--- src/rtl/dps_pkg.sv ---
// Shared types for the domain sequencer: step encoding and per-domain commands.
package dps_pkg;

    localparam int DOM_COUNT = 2;
    localparam int DOM_MST   = 0;
    localparam int DOM_SLV   = 1;

    typedef enum logic [2:0] {
        ST_IDLE,
        ST_DRAIN,
        ST_HALT,
        ST_SETTLE,
        ST_RELEASE
    } step_e;

    typedef struct packed {
        logic bypass_on;
        logic bypass_off;
        logic reset_on;
        logic reset_off;
        logic clk_stop;
        logic clk_run;
    } dom_cmd_t;

endpackage

--- src/rtl/dps_counter.sv ---
// Saturating wait counter shared by the settle and drain-timeout waits.
// Assumes the two waits never overlap; limit is muxed by the caller.
// hit is high when the increment at this edge reaches the limit.
module dps_counter #(
    parameter int W = 8
) (
    input  logic         clk,
    input  logic         rst_n,
    input  logic         clr,
    input  logic         inc,
    input  logic [W-1:0] limit,
    output logic         hit
);
    logic [W-1:0] cnt_q;

    // Count increments since the last clear, saturating at all ones.
    always_ff @(posedge clk) begin
        if (!rst_n)
            cnt_q <= '0;
        else if (clr)
            cnt_q <= '0;
        else if (inc && !(&cnt_q))
            cnt_q <= cnt_q + W'(1);
    end

    // Compare one ahead so that a limit of zero behaves as a limit of one.
    assign hit = ({1'b0, cnt_q} + (W+1)'(1)) >= {1'b0, limit};

endmodule

--- src/rtl/dps_domain.sv ---
// Output register set for one controlled domain: clock enable, reset, bypass.
// Powers up with the domain running. Commands come as single-cycle strobes.
module dps_domain
    import dps_pkg::*;
(
    input  logic     clk,
    input  logic     rst_n,
    input  dom_cmd_t cmd,
    output logic     clk_en,
    output logic     dom_reset,
    output logic     bypass
);
    // Clock enable: running at power-on, stopped and restarted on command.
    always_ff @(posedge clk) begin
        if (!rst_n)
            clk_en <= 1'b1;
        else if (cmd.clk_run)
            clk_en <= 1'b1;
        else if (cmd.clk_stop)
            clk_en <= 1'b0;
    end

    // Domain reset: released at power-on, raised and lowered on command.
    always_ff @(posedge clk) begin
        if (!rst_n)
            dom_reset <= 1'b0;
        else if (cmd.reset_on)
            dom_reset <= 1'b1;
        else if (cmd.reset_off)
            dom_reset <= 1'b0;
    end

    // Bypass: low at power-on, raised and lowered on command.
    always_ff @(posedge clk) begin
        if (!rst_n)
            bypass <= 1'b0;
        else if (cmd.bypass_on)
            bypass <= 1'b1;
        else if (cmd.bypass_off)
            bypass <= 1'b0;
    end

endmodule

--- src/rtl/dps_fsm.sv ---
// Step sequencer: accepts requests when idle and issues per-domain command
// strobes in the required order. Assumes dom_off and dom_byp reflect the
// registered domain outputs, and a single shared wait counter.
module dps_fsm
    import dps_pkg::*;
(
    input  logic                            clk,
    input  logic                            rst_n,
    input  logic                            req_valid,
    input  logic [1:0]                      req_dom,
    input  logic                            req_on,
    input  logic                            req_gate,
    input  logic                            abort,
    input  logic                            xing_busy,
    input  logic                            cnt_hit,
    input  logic [DOM_COUNT-1:0]            dom_off,
    input  logic [DOM_COUNT-1:0]            dom_byp,
    output dom_cmd_t [DOM_COUNT-1:0]        cmd,
    output logic                            cnt_clr,
    output logic                            cnt_inc,
    output logic                            in_settle,
    output logic                            busy,
    output logic                            done,
    output logic                            err_illegal,
    output logic                            err_timeout
);
    step_e state_q, state_d;
    logic  sel_q, gate_q;
    logic  done_d, ill_d, tmo_set, tmo_clr, capture;
    logic  req_idx, already, byp_ok;

    assign req_idx = req_dom[0];
    assign already = req_on ? !dom_off[req_idx] : dom_off[req_idx];
    // Interlock: the slave may only enter reset with bypass held.
    assign byp_ok  = (sel_q != 1'(DOM_SLV)) || dom_byp[DOM_SLV];

    // Next step, command strobes and status events for this cycle.
    always_comb begin
        state_d = state_q;
        cmd     = '0;
        cnt_clr = 1'b0;
        cnt_inc = 1'b0;
        done_d  = 1'b0;
        ill_d   = 1'b0;
        tmo_set = 1'b0;
        tmo_clr = 1'b0;
        capture = 1'b0;
        case (state_q)
            ST_IDLE: begin
                if (req_valid) begin
                    if (req_dom[1]) begin
                        ill_d = 1'b1;
                    end else if (already) begin
                        done_d = 1'b1;
                    end else begin
                        capture = 1'b1;
                        cnt_clr = 1'b1;
                        if (req_on) begin
                            cmd[req_idx].clk_run = 1'b1;
                            state_d = ST_SETTLE;
                        end else begin
                            if (req_idx == 1'(DOM_SLV))
                                cmd[DOM_SLV].bypass_on = 1'b1;
                            state_d = ST_DRAIN;
                        end
                    end
                end
            end
            ST_DRAIN: begin
                if (abort) begin
                    cmd[sel_q].bypass_off = 1'b1;
                    tmo_clr = 1'b1;
                    state_d = ST_IDLE;
                end else if (!err_timeout) begin
                    if (!xing_busy && byp_ok) begin
                        cmd[sel_q].reset_on = 1'b1;
                        state_d = ST_HALT;
                    end else begin
                        cnt_inc = 1'b1;
                        tmo_set = cnt_hit;
                    end
                end
            end
            ST_HALT: begin
                cmd[sel_q].clk_stop = gate_q;
                done_d  = 1'b1;
                state_d = ST_IDLE;
            end
            ST_SETTLE: begin
                cnt_inc = 1'b1;
                if (cnt_hit) begin
                    cmd[sel_q].reset_off = 1'b1;
                    state_d = ST_RELEASE;
                end
            end
            ST_RELEASE: begin
                cmd[sel_q].bypass_off = 1'b1;
                done_d  = 1'b1;
                state_d = ST_IDLE;
            end
            default: state_d = ST_IDLE;
        endcase
    end

    // Step register and latched request fields.
    always_ff @(posedge clk) begin
        if (!rst_n) begin
            state_q <= ST_IDLE;
            sel_q   <= 1'b0;
            gate_q  <= 1'b0;
        end else begin
            state_q <= state_d;
            if (capture) begin
                sel_q  <= req_idx;
                gate_q <= req_gate;
            end
        end
    end

    // Registered status: pulses and the sticky timeout flag.
    always_ff @(posedge clk) begin
        if (!rst_n) begin
            done        <= 1'b0;
            err_illegal <= 1'b0;
            err_timeout <= 1'b0;
        end else begin
            done        <= done_d;
            err_illegal <= ill_d;
            if (tmo_clr)
                err_timeout <= 1'b0;
            else if (tmo_set)
                err_timeout <= 1'b1;
        end
    end

    assign busy      = (state_q != ST_IDLE);
    assign in_settle = (state_q == ST_SETTLE);

endmodule

--- src/rtl/domain_power_sequencer.sv ---
// Top: sequences shutdown and restart of a master and a slave clock domain
// around a single-transaction register crossing. Assumes xing_busy is
// synchronous to clk. Never controls power, only clocks, resets and bypass.
module domain_power_sequencer
    import dps_pkg::*;
#(
    parameter int CNT_W = 8
) (
    input  logic             clk,
    input  logic             rst_n,
    input  logic             req_valid,
    input  logic [1:0]       req_dom,
    input  logic             req_on,
    input  logic             req_gate,
    input  logic             abort,
    input  logic [CNT_W-1:0] cfg_settle,
    input  logic [CNT_W-1:0] cfg_timeout,
    input  logic             xing_busy,
    output logic             mst_clk_en,
    output logic             mst_reset,
    output logic             slv_clk_en,
    output logic             slv_reset,
    output logic             slv_bypass,
    output logic             busy,
    output logic             done,
    output logic             err_illegal,
    output logic             err_timeout
);
    dom_cmd_t [DOM_COUNT-1:0] cmd;
    logic [DOM_COUNT-1:0]     clk_en_w, rst_w, byp_w;
    logic                     cnt_clr, cnt_inc, cnt_hit, in_settle;
    logic [CNT_W-1:0]         cnt_limit;

    // One output register set per controlled domain.
    for (genvar g = 0; g < DOM_COUNT; g++) begin : g_dom
        dps_domain u_dom (
            .clk       (clk),
            .rst_n     (rst_n),
            .cmd       (cmd[g]),
            .clk_en    (clk_en_w[g]),
            .dom_reset (rst_w[g]),
            .bypass    (byp_w[g])
        );
    end

    dps_fsm u_fsm (
        .clk         (clk),
        .rst_n       (rst_n),
        .req_valid   (req_valid),
        .req_dom     (req_dom),
        .req_on      (req_on),
        .req_gate    (req_gate),
        .abort       (abort),
        .xing_busy   (xing_busy),
        .cnt_hit     (cnt_hit),
        .dom_off     (rst_w),
        .dom_byp     (byp_w),
        .cmd         (cmd),
        .cnt_clr     (cnt_clr),
        .cnt_inc     (cnt_inc),
        .in_settle   (in_settle),
        .busy        (busy),
        .done        (done),
        .err_illegal (err_illegal),
        .err_timeout (err_timeout)
    );

    // The settle and drain waits never overlap, so one counter serves both.
    assign cnt_limit = in_settle ? cfg_settle : cfg_timeout;

    dps_counter #(.W(CNT_W)) u_cnt (
        .clk   (clk),
        .rst_n (rst_n),
        .clr   (cnt_clr),
        .inc   (cnt_inc),
        .limit (cnt_limit),
        .hit   (cnt_hit)
    );

    assign mst_clk_en = clk_en_w[DOM_MST];
    assign mst_reset  = rst_w[DOM_MST];
    assign slv_clk_en = clk_en_w[DOM_SLV];
    assign slv_reset  = rst_w[DOM_SLV];
    assign slv_bypass = byp_w[DOM_SLV];

endmodule

--- config.mk ---
export PLATFORM = sky130hd
export DESIGN_NAME = domain_power_sequencer
export DESIGN_NICKNAME = d
export VERILOG_FILES = /design/src/rtl/dps_pkg.sv /design/src/rtl/dps_counter.sv /design/src/rtl/dps_domain.sv /design/src/rtl/dps_fsm.sv /design/src/rtl/domain_power_sequencer.sv
export SDC_FILE = /design/constraint.sdc
export NUM_CORES = 1
export LEC_CHECK = 0
export BUFFER_PORTS_ARGS = -buffer_cell sky130_fd_sc_hd__buf_2
export CAP_MARGIN = 20
export CORE_MARGIN = 3
export CORE_UTILIZATION = 56
export DETAILED_ROUTE_END_ITERATION = 10
export PLACE_DENSITY = 0.83
export SYNTH_ARGS = -nofsm -noshare
export SYNTH_HDL_FRONTEND = slang
export SYNTH_SLANG_ARGS = --single-unit
--- constraint.sdc ---
create_clock -name clk -period 3.7 [get_ports clk]
set_input_delay 0.37 -clock clk [delete_from_list [all_inputs] [get_ports clk]]
set_output_delay 0.37 -clock clk [all_outputs]
set_load 0.01 [all_outputs]
==> impl_metrics.tcl, run 1 <==
set metrics [dict create \
    status "finished, final reports clean" \
    die_x_um 55.1 \
    worstReg2RegStart "u_fsm.state_q[0]" \
    core_um2 2250 \
    timing.reg2reg.setup_slack_ns 0.73 \
    crit_type "flop to flop" \
    post-place-ws_ns 0.770 \
    grt_start_max_net_pins 20 \
    grt_antenna_before_repair 0 \
    numCtsBuffers 3 \
    cts_resized 0 \
    p_int_uw 308 \
    grt_first_pass_wirelength_um 4860 \
    worst_clock_skew_ns 0.00806 \
    synth_top_area_frac 0.311 \
    rows 17 \
    p_per_area_nw_per_um2 275 \
    max_slew_margin 0.549 \
    netlist_area_um2 1350 \
    place_congestion 0.848 \
    synthesis.instances 159 \
    yosysTopAreaCell "dfxtp_1" \
    crit_fanout 19 \
    post_cts_buffers 0 \
    avgRoutedWirePerCell_um 14.2 \
    cts_sinks 21 \
    cts_root_buffer "clkbuf_4" \
    hp-class "input port to flop" \
    syn-mean-instance-area_um2 8.51 \
    cp.required_ns 3.94 \
    p_leak_nw 0.713 \
    nFillCells 199 \
    fp.dieH_um 55.1 \
    clkPwrFrac 0.259 \
    yosysWarnings 0 \
    routed_wl_um 3120 \
    diodes 0 \
    htree_levels 1 \
    start_kind "flop" \
    viasPerCell 6.01 \
    setup_violations 0 \
    netlist_top_cells_area "dfxtp_1 31%, ha_1 8.3%, xnor2_1 7.8%" \
    ys_ff_latch 21 \
    max_cap_violations 0 \
    pwr-share-seq 0.559 \
    start_util 0.600 \
    area_delta_synth_final_pct 15.2 \
    switching_share 0.282 \
    dr.pass1.iters 4 \
    overflow 0 \
    synthFlopType "dfxtp_1" \
    fin_crit_sh 0.804 \
    drive_gt1_frac 0.219 \
    final_cell_mix "33 x buf_2, 21 x dfxtp_1, 17 x nor2_1" \
    drt_iter0_drc 17 \
    cts_tree "yes" \
    hold_violations 0 \
    layout.nets 227 \
    portBuffers 33 \
    irDropWorstVdd_v 0.000268 \
    ys_async_sr_fraction 0 \
    grt_setup_unrepaired "no" \
    startpoint "u_fsm.state_q[0]" \
    worstSetupEndpoint "u_fsm.state_q[0]" \
    drtAntennaViolNets 0 \
    vias 1323 \
    synth.net_count 193 \
    ioPinCount 34 \
    total_power_uw 428 \
    dp_hpwl_um 2490 \
    worst_slack_ns 0.726 \
    grt_pass1_vias 1184 \
    track_usage 0.219 \
    hold_start "req_gate" \
    cts_buffer_depth 2 \
    final_max_slew_viol_count 0 \
    fmax_ghz 0.336 \
    die_area_um2 3040 \
    arrival_ns 3.22 \
    insertion_delay_ns 0.30 \
    fin_crit_ns 2.97 \
    endpoint_kind "flop" \
    pwr-share-comb 0.182 \
    worst_pin_slew_ns 0.672 \
    synth_cell_types 44 \
    drc 0 \
    clk_pin_slew_ns 0.12 \
    ys_seq_area_frac 0.311 \
    final_common_cell "buf_2" \
    hold_buffers 0 \
    r2r_cells 9 \
    synth_edf_count 0 \
    tns_ns 0 \
    p_sw_uw 121 \
    worstReg2RegEnd "u_fsm.state_q[0]" \
]
==> logic make-up (layout without fill, tap and decap cells) <==
| group | after synthesis | count (layout) | synth area share |
|---|---|---|---|
| AO/OA/AOI/OAI | 40 | 40 | 0.196 |
| AND/OR/NAND/NOR | 58 | 58 | 0.224 |
| XOR/XNOR | 13 | 13 | 0.0842 |
| flip-flops | 21 | 21 | 0.311 |
| multiplexers | 10 | 10 | 0.0749 |
| buffers and inverters | 8 | 41 | 0.0268 |
| adder cells (fa/ha/maj) | 9 | 9 | 0.0833 |
==> per-layer routing <==
| metal | wire length, um | share of wire | track usage | vias to the layer above |
|---|---|---|---|---|
| met3 | 140 | 0.045 | 0.0509 | 8 |
| met4 | 61 | 0.020 | 0.0567 | 0 |
| met1 | 1330 | 0.43 | 0.236 | 634 |
| li1 | - | - | - | 646 |
| met5 | 0 | 0 | 0 | - |
| met2 | 1590 | 0.51 | 0.423 | 35 |
==> how the worst min path moves through the flow <==
stage,end,slack (ns),cells past startpoint
floorplan,u_fsm.gate_q,0.45,2
global placement,u_fsm.gate_q,0.47,2
detailed placement,u_fsm.gate_q,0.49,2
CTS,u_fsm.gate_q,0.30,3
global route,u_fsm.gate_q,0.31,3
finish,u_fsm.gate_q,0.29,3
==> sequential cells by signal, summed over array words and instances, names as in the netlist <==
signal	count
g_dom.u_dom.bypass	1
u_fsm.gate_q	1
g_dom.u_dom.dom_reset	2
u_cnt.cnt_q	8
u_fsm.err_illegal	1
u_fsm.state_q	3
g_dom.u_dom.clk_en	2
u_fsm.err_timeout	1
u_fsm.sel_q	1
u_fsm.done	1
==> power by group through the flow <==
stage / sequential (mW) / clock (mW) / combinational (mW)
final: 0.239 / 0.111 / 0.0779
after CTS: 0.239 / 0.116 / 0.0777
after global routing: 0.240 / 0.125 / 0.0860
after floorplan: 0.242 / 0 / 0.0496
after detailed placement: 0.244 / 0 / 0.0770
after global placement: 0.244 / 0 / 0.0738
==> cell usage after synthesis (2+ instances only) <==
cell,count
a21o_1,2
ha_1,9
nand3_1,10
o311a_1,2
or2_2,2
nor2_1,17
xnor2_1,12
mux2i_1,9
buf_2,2
and2_1,2
nand4_1,2
o21ai_0,10
nor2b_1,5
dfxtp_1,21
nand2_1,9
nand2b_1,2
a211oi_1,5
a31oi_1,3
a21oi_1,7
inv_1,4
==> per-stage QoR <==
stage	util	hold slack, ns	cells	instance area [um^2]
detailed placement	0.679	0.491	216	1530
finish	0.691	0.293	220	1560
floorplan	-	0.453	159	1350
global placement	0.679	0.468	216	1530
CTS	0.691	0.299	220	1560
global route	0.691	0.306	220	1560
==> layout make-up <==
class / count / area (um^2) / area share
multi-input combinational: 130 / 896 / 0.575
sequential: 21 / 420 / 0.270
timing repair buffer: 33 / 165 / 0.106
tap: 28 / 35.0 / 0.0225
clock buffer: 4 / 26.3 / 0.0169
inverter: 4 / 15.0 / 0.00964
==> worst max-delay path, stage by stage, from the launching register on <==
cell,delay (ns)
dfxtp_1,0.43
nor2b_1,0.51
nand2_4,0.28
mux2_2,0.34
ha_1,0.26
nand2b_1,0.14
a31oi_1,0.16
o21ai_0,0.12
or4b_1,0.51
a31oi_1,0.17
Power figures use the tool's default switching activity.
==> inputs of run 2 (changes only) <==
--- a/config.mk
+++ b/config.mk
@@ -8,9 +8,9 @@
 export BUFFER_PORTS_ARGS = -buffer_cell sky130_fd_sc_hd__buf_2
 export CAP_MARGIN = 20
 export CORE_MARGIN = 3
-export CORE_UTILIZATION = 56
+export CORE_UTILIZATION = 47
 export DETAILED_ROUTE_END_ITERATION = 10
-export PLACE_DENSITY = 0.83
+export PLACE_DENSITY = 0.75
 export SYNTH_ARGS = -nofsm -noshare
 export SYNTH_HDL_FRONTEND = slang
 export SYNTH_SLANG_ARGS = --single-unit
==> constraint.sdc (replaced) <==
create_clock -name clk -period 2.59 [get_ports clk]
set_input_delay 0.259 -clock clk [delete_from_list [all_inputs] [get_ports clk]]
set_output_delay 0.259 -clock clk [all_outputs]
set_load 0.01 [all_outputs]
==> impl_metrics.tcl, run 2 (synthesis gave the netlist of run 1 again) <==
set metrics [dict create \
    grt_pass1_vias 1351 \
    hold_violations 0 \
    p_per_area_nw_per_um2 365 \
    start_kind "flop" \
    ioPinCount 34 \
    dpl-instance-area_um2 1640 \
    drc 0 \
    p_leak_nw 0.792 \
    status "finished, final reports clean" \
    crit_fanout 3 \
    worst_slack_ns 0.132 \
    hp-class "input port to flop" \
    htree_levels 1 \
    fin_crit_sh 0.949 \
    clk_pin_slew_ns 0.12 \
    arrival_ns 2.69 \
    portBuffers 33 \
    total_power_uw 616 \
    drtAntennaViolNets 0 \
    avgRoutedWirePerCell_um 13.9 \
    routed_wl_um 3280 \
    vias 1322 \
    worst_pin_slew_ns 0.633 \
    final_cell_mix "33 x buf_2, 17 x dfxtp_1, 16 x nor2_1" \
    setup_violations 0 \
    final_max_slew_viol_count 0 \
    dp_hpwl_um 2660 \
    wl_met3_um 127 \
    track_usage 0.201 \
    fmax_ghz 0.407 \
    dr.pass1.iters 4 \
    max_cap_violations 0 \
    die_x_um 59.6 \
    numCtsBuffers 3 \
    finalInstanceArea_um2 1690 \
    place_congestion 0.941 \
    fin_crit_ns 2.46 \
    cp.required_ns 2.82 \
    post-place-ws_ns 0.0275 \
    dr_wl_met2_um 1720 \
    grt_setup_unrepaired "no" \
    largest_reg_flops 8 \
    diodes 0 \
    cts_sinks 21 \
    die_area_um2 3560 \
    drt_iter0_drc 85 \
    tns_ns 0 \
    wl_met1_um 1410 \
    final_common_cell "buf_2" \
    fp.dieH_um 59.6 \
    drive_gt1_frac 0.316 \
    grt_start_max_net_pins 15 \
    worst_clock_skew_ns 0.00108 \
    insertion_delay_ns 0.29 \
    post_cts_buffers 0 \
    overflow 0 \
    utilization 0.646 \
    cts_root_buffer "clkbuf_4" \
    top_register "u_cnt.cnt_q" \
    grt_antenna_before_repair 0 \
    grt_first_pass_wirelength_um 5600 \
    irDropWorstVdd_v 0.000300 \
    rows 18 \
    area_delta_synth_final_pct 24.7 \
    endpoint_kind "flop" \
    highest_layer "met4" \
    cts_tree "yes" \
    viasPerCell 5.60 \
    core_um2 2610 \
    cts_buffer_depth 2 \
    crit_type "flop to flop" \
    max_slew_margin 0.575 \
    layout.nets 241 \
    start_util 0.518 \
    reg_top3 "u_cnt.cnt_q (8), u_fsm.state_q (3)" \
    hold_buffers 0 \
]
## run 2: metal layers
layer	GRT usage	vias to the layer above
met4	0.0443	0
met2	0.387	30
li1	-	673
met1	0.230	615
met5	0	-
met3	0.0261	4
## run 2: worst paths after layout
check | from | endpoint | slack, ns | cells after the start
hold reg to reg | u_fsm.gate_q | u_fsm.gate_q | 0.51 | 2
setup reg to reg | u_cnt.cnt_q[0] | u_fsm.state_q[1] | 0.13 | 10
setup / recovery | u_cnt.cnt_q[0] | u_fsm.state_q[1] | 0.13 | 10
hold / removal | req_valid | u_fsm.err_illegal | 0.19 | 3
## run 2: metrics by stage
stage	hold WS, ns	std cells
CTS	0.185	236
global placement	0.467	232
floorplan	0.385	159
finish	0.192	236
global route	0.191	236
detailed placement	0.488	232
## run 2: layout make-up
| class | instances | area, um^2 |
|---|---|---|
| Inverter | 4 | 15.0 |
| Clock buffer | 3 | 22.5 |
| Fill cell | 245 | 926 |
| Multi-Input combinational cell | 130 | 911 |
| Tap cell | 30 | 37.5 |
| Sequential cell | 21 | 425 |
| Timing Repair Buffer | 47 | 270 |
| Clock inverter | 1 | 5.00 |
## run 2: what timing repair did
item | in CTS | in global routing
endpoints found under the setup margin | 1 | 6
resized for setup | 2 | 8
pin swaps | 0 | 1
cloned | 0 | 0
## run 2: critical path: stages, from the launching register on
cell and delay (ns):
dfxtp_2 0.36, ha_1 0.18, nand3_1 0.10, or2_2 0.32
xnor2_1 0.13, ha_1 0.29, and3_1 0.19, o21ai_0 0.10
o21ai_2 0.10, or4b_4 0.49, a21oi_1 0.14
## run 2: where the power goes
| part | switching [mW] | internal [mW] | leakage [nW] |
|---|---|---|---|
| logic | 0.0675 | 0.0559 | 0.602 |
| registers | 0.00588 | 0.332 | 0.172 |
| clock network | 0.0972 | 0.0573 | 0.0177 |
| total | 0.171 | 0.445 | 0.792 |
==> inputs of run 3 (changes only) <==
--- a/config.mk
+++ b/config.mk
@@ -8,9 +8,9 @@
 export BUFFER_PORTS_ARGS = -buffer_cell sky130_fd_sc_hd__buf_2
 export CAP_MARGIN = 20
 export CORE_MARGIN = 3
-export CORE_UTILIZATION = 47
+export CORE_UTILIZATION = 52
 export DETAILED_ROUTE_END_ITERATION = 10
-export PLACE_DENSITY = 0.75
+export PLACE_DENSITY = 0.78
 export SYNTH_ARGS = -nofsm -noshare
 export SYNTH_HDL_FRONTEND = slang
 export SYNTH_SLANG_ARGS = --single-unit
==> constraint.sdc (replaced) <==
create_clock -name clk -period 2.4 [get_ports clk]
set_input_delay 0.12 -clock clk [delete_from_list [all_inputs] [get_ports clk]]
set_output_delay 0.12 -clock clk [all_outputs]
set_load 0.01 [all_outputs]
==> impl_metrics.tcl, run 3 (synthesis gave the netlist of run 1 again) <==
set metrics [dict create \
    hp-class "input port to flop" \
    nFillCells 171 \
    drt_iter0_drc 79 \
    grt_antenna_before_repair 0 \
    path_buf_inv 0 \
    worst_slack_ns -0.0256 \
    status "finished with violations" \
    start_kind "flop" \
    die_x_um 57 \
    rows 17 \
    vias 1411 \
    final_max_slew_viol_count 0 \
    final_cell_mix "33 x buf_2, 17 x buf_4, 16 x nor2_1" \
    max_cap_violations 0 \
    start_util 0.578 \
    core_um2 2340 \
    cp_common_cell "o21ai_2" \
    htree_levels 1 \
    drive_gt1_frac 0.411 \
    fmax_ghz 0.412 \
    cp.required_ns 2.65 \
    path_cells "ha_4 -> nand3_2 -> or2_4 -> xnor2_2 -> ha_1 -> and3_4 -> o21ai_2 -> o21ai_2 -> or4b_4 -> a31oi_1" \
    crit_fanout 3 \
    routed_wl_um 4010 \
    worst_pin_slew_ns 0.661 \
    track_usage 0.238 \
    diodes 0 \
    viasPerCell 5.95 \
    avgRoutedWirePerCell_um 16.9 \
    portBuffers 33 \
    final_common_cell "buf_2" \
    drtAntennaViolNets 0 \
    dpl-instance-area_um2 1670 \
    reg_top3 "u_cnt.cnt_q (8), u_fsm.state_q (3)" \
    finalInstanceArea_um2 1830 \
    setup_violations 1 \
    drc 0 \
    insertion_delay_ns 0.32 \
    arrival_ns 2.68 \
    place_congestion 0.844 \
    critPathTopFamily "simple AND/OR/NAND/NOR gates" \
    dp_hpwl_um 2760 \
    total_power_uw 703 \
    fin_crit_sh 1.01 \
    grt_start_max_net_pins 15 \
    grt_setup_unrepaired "yes" \
    cts_root_buffer "clkbuf_4" \
    cts_buffer_depth 2 \
    max_slew_margin 0.557 \
    fin_crit_ns 2.43 \
    fp.dieH_um 57 \
    cts_sinks 21 \
    area_delta_synth_final_pct 35.4 \
    violations "setup timing" \
    hold_buffers 0 \
    crit_type "flop to flop" \
    slowest_delay_ns 0.51 \
    grt_pass1_vias 1383 \
    numCtsBuffers 3 \
    p_leak_nw 0.826 \
    post-place-ws_ns -0.0758 \
    ioPinCount 34 \
    irDropWorstVdd_v 0.000384 \
    p_per_area_nw_per_um2 384 \
    grt_first_pass_wirelength_um 6040 \
    largest_reg_flops 8 \
    tns_ns -0.0256 \
    layout.nets 244 \
    die_area_um2 3250 \
    clk_pin_slew_ns 0.13 \
    dr.pass1.iters 4 \
    slowest_stage "or4b_4" \
    overflow 0 \
    whs_ns 0.0346 \
    hold_violations 0 \
    worst_clock_skew_ns 0.00814 \
    endpoint_kind "flop" \
    cts_tree "yes" \
    top_register "u_cnt.cnt_q" \
]
run 3: final cells by class:
| cell class | instances | area, um^2 | share of cell area |
|---|---|---|---|
| Multi-Input combinational cell | 130 | 1030 | 0.561 |
| Sequential cell | 21 | 433 | 0.236 |
| Timing Repair Buffer | 50 | 293 | 0.160 |
| Tap cell | 28 | 35.0 | 0.0191 |
| Clock buffer | 3 | 22.5 | 0.0123 |
| Inverter | 4 | 15.0 | 0.00820 |
| Clock inverter | 1 | 5.00 | 0.00273 |
run 3: routing by layer:
layer	GRT usage	vias to the layer above	wire length (um)
met4	0.109	0	153
met3	0.0317	15	164
li1	-	680	-
met1	0.269	668	1520
met2	0.437	48	2170
met5	0	-	0
run 3: worst reg2reg max path: cells and delay by family (launching register included):
family	cells	cell delay [ns]
AOI/OAI and AO/OA	3	0.35
and+or+nand+nor	4	1.02
DFF	1	0.40
adders and majority gates	2	0.44
xor gates and xnor gates	1	0.15
run 3: power by group:
part           switching, mW  internal [mW]
Combinational         0.0834         0.0698
Clock                  0.123         0.0624
Sequential           0.00817          0.356
Total                  0.214          0.489
run 3: metrics by stage:
stage                     utilization  std cells
final                           0.783        237
after global routing            0.783        237
after CTS                       0.764        237
after detailed placement        0.713        232
after global placement          0.713        232
after floorplan                     -        159
run 3: final timing paths:
check,from,end,slack [ns],cells after the start
max reg2reg,u_cnt.cnt_q[0],u_fsm.state_q[0],-0.03,10
max,u_cnt.cnt_q[0],u_fsm.state_q[0],-0.03,10
min reg2reg,u_fsm.gate_q,u_fsm.gate_q,0.50,2
min,req_gate,u_fsm.gate_q,0.03,3
run 3: repair_timing:
item,CTS,global route
endpoints found under the setup margin,4,5
gates resized for setup,18,11
pin swaps,11,4
setup buffers,1,0
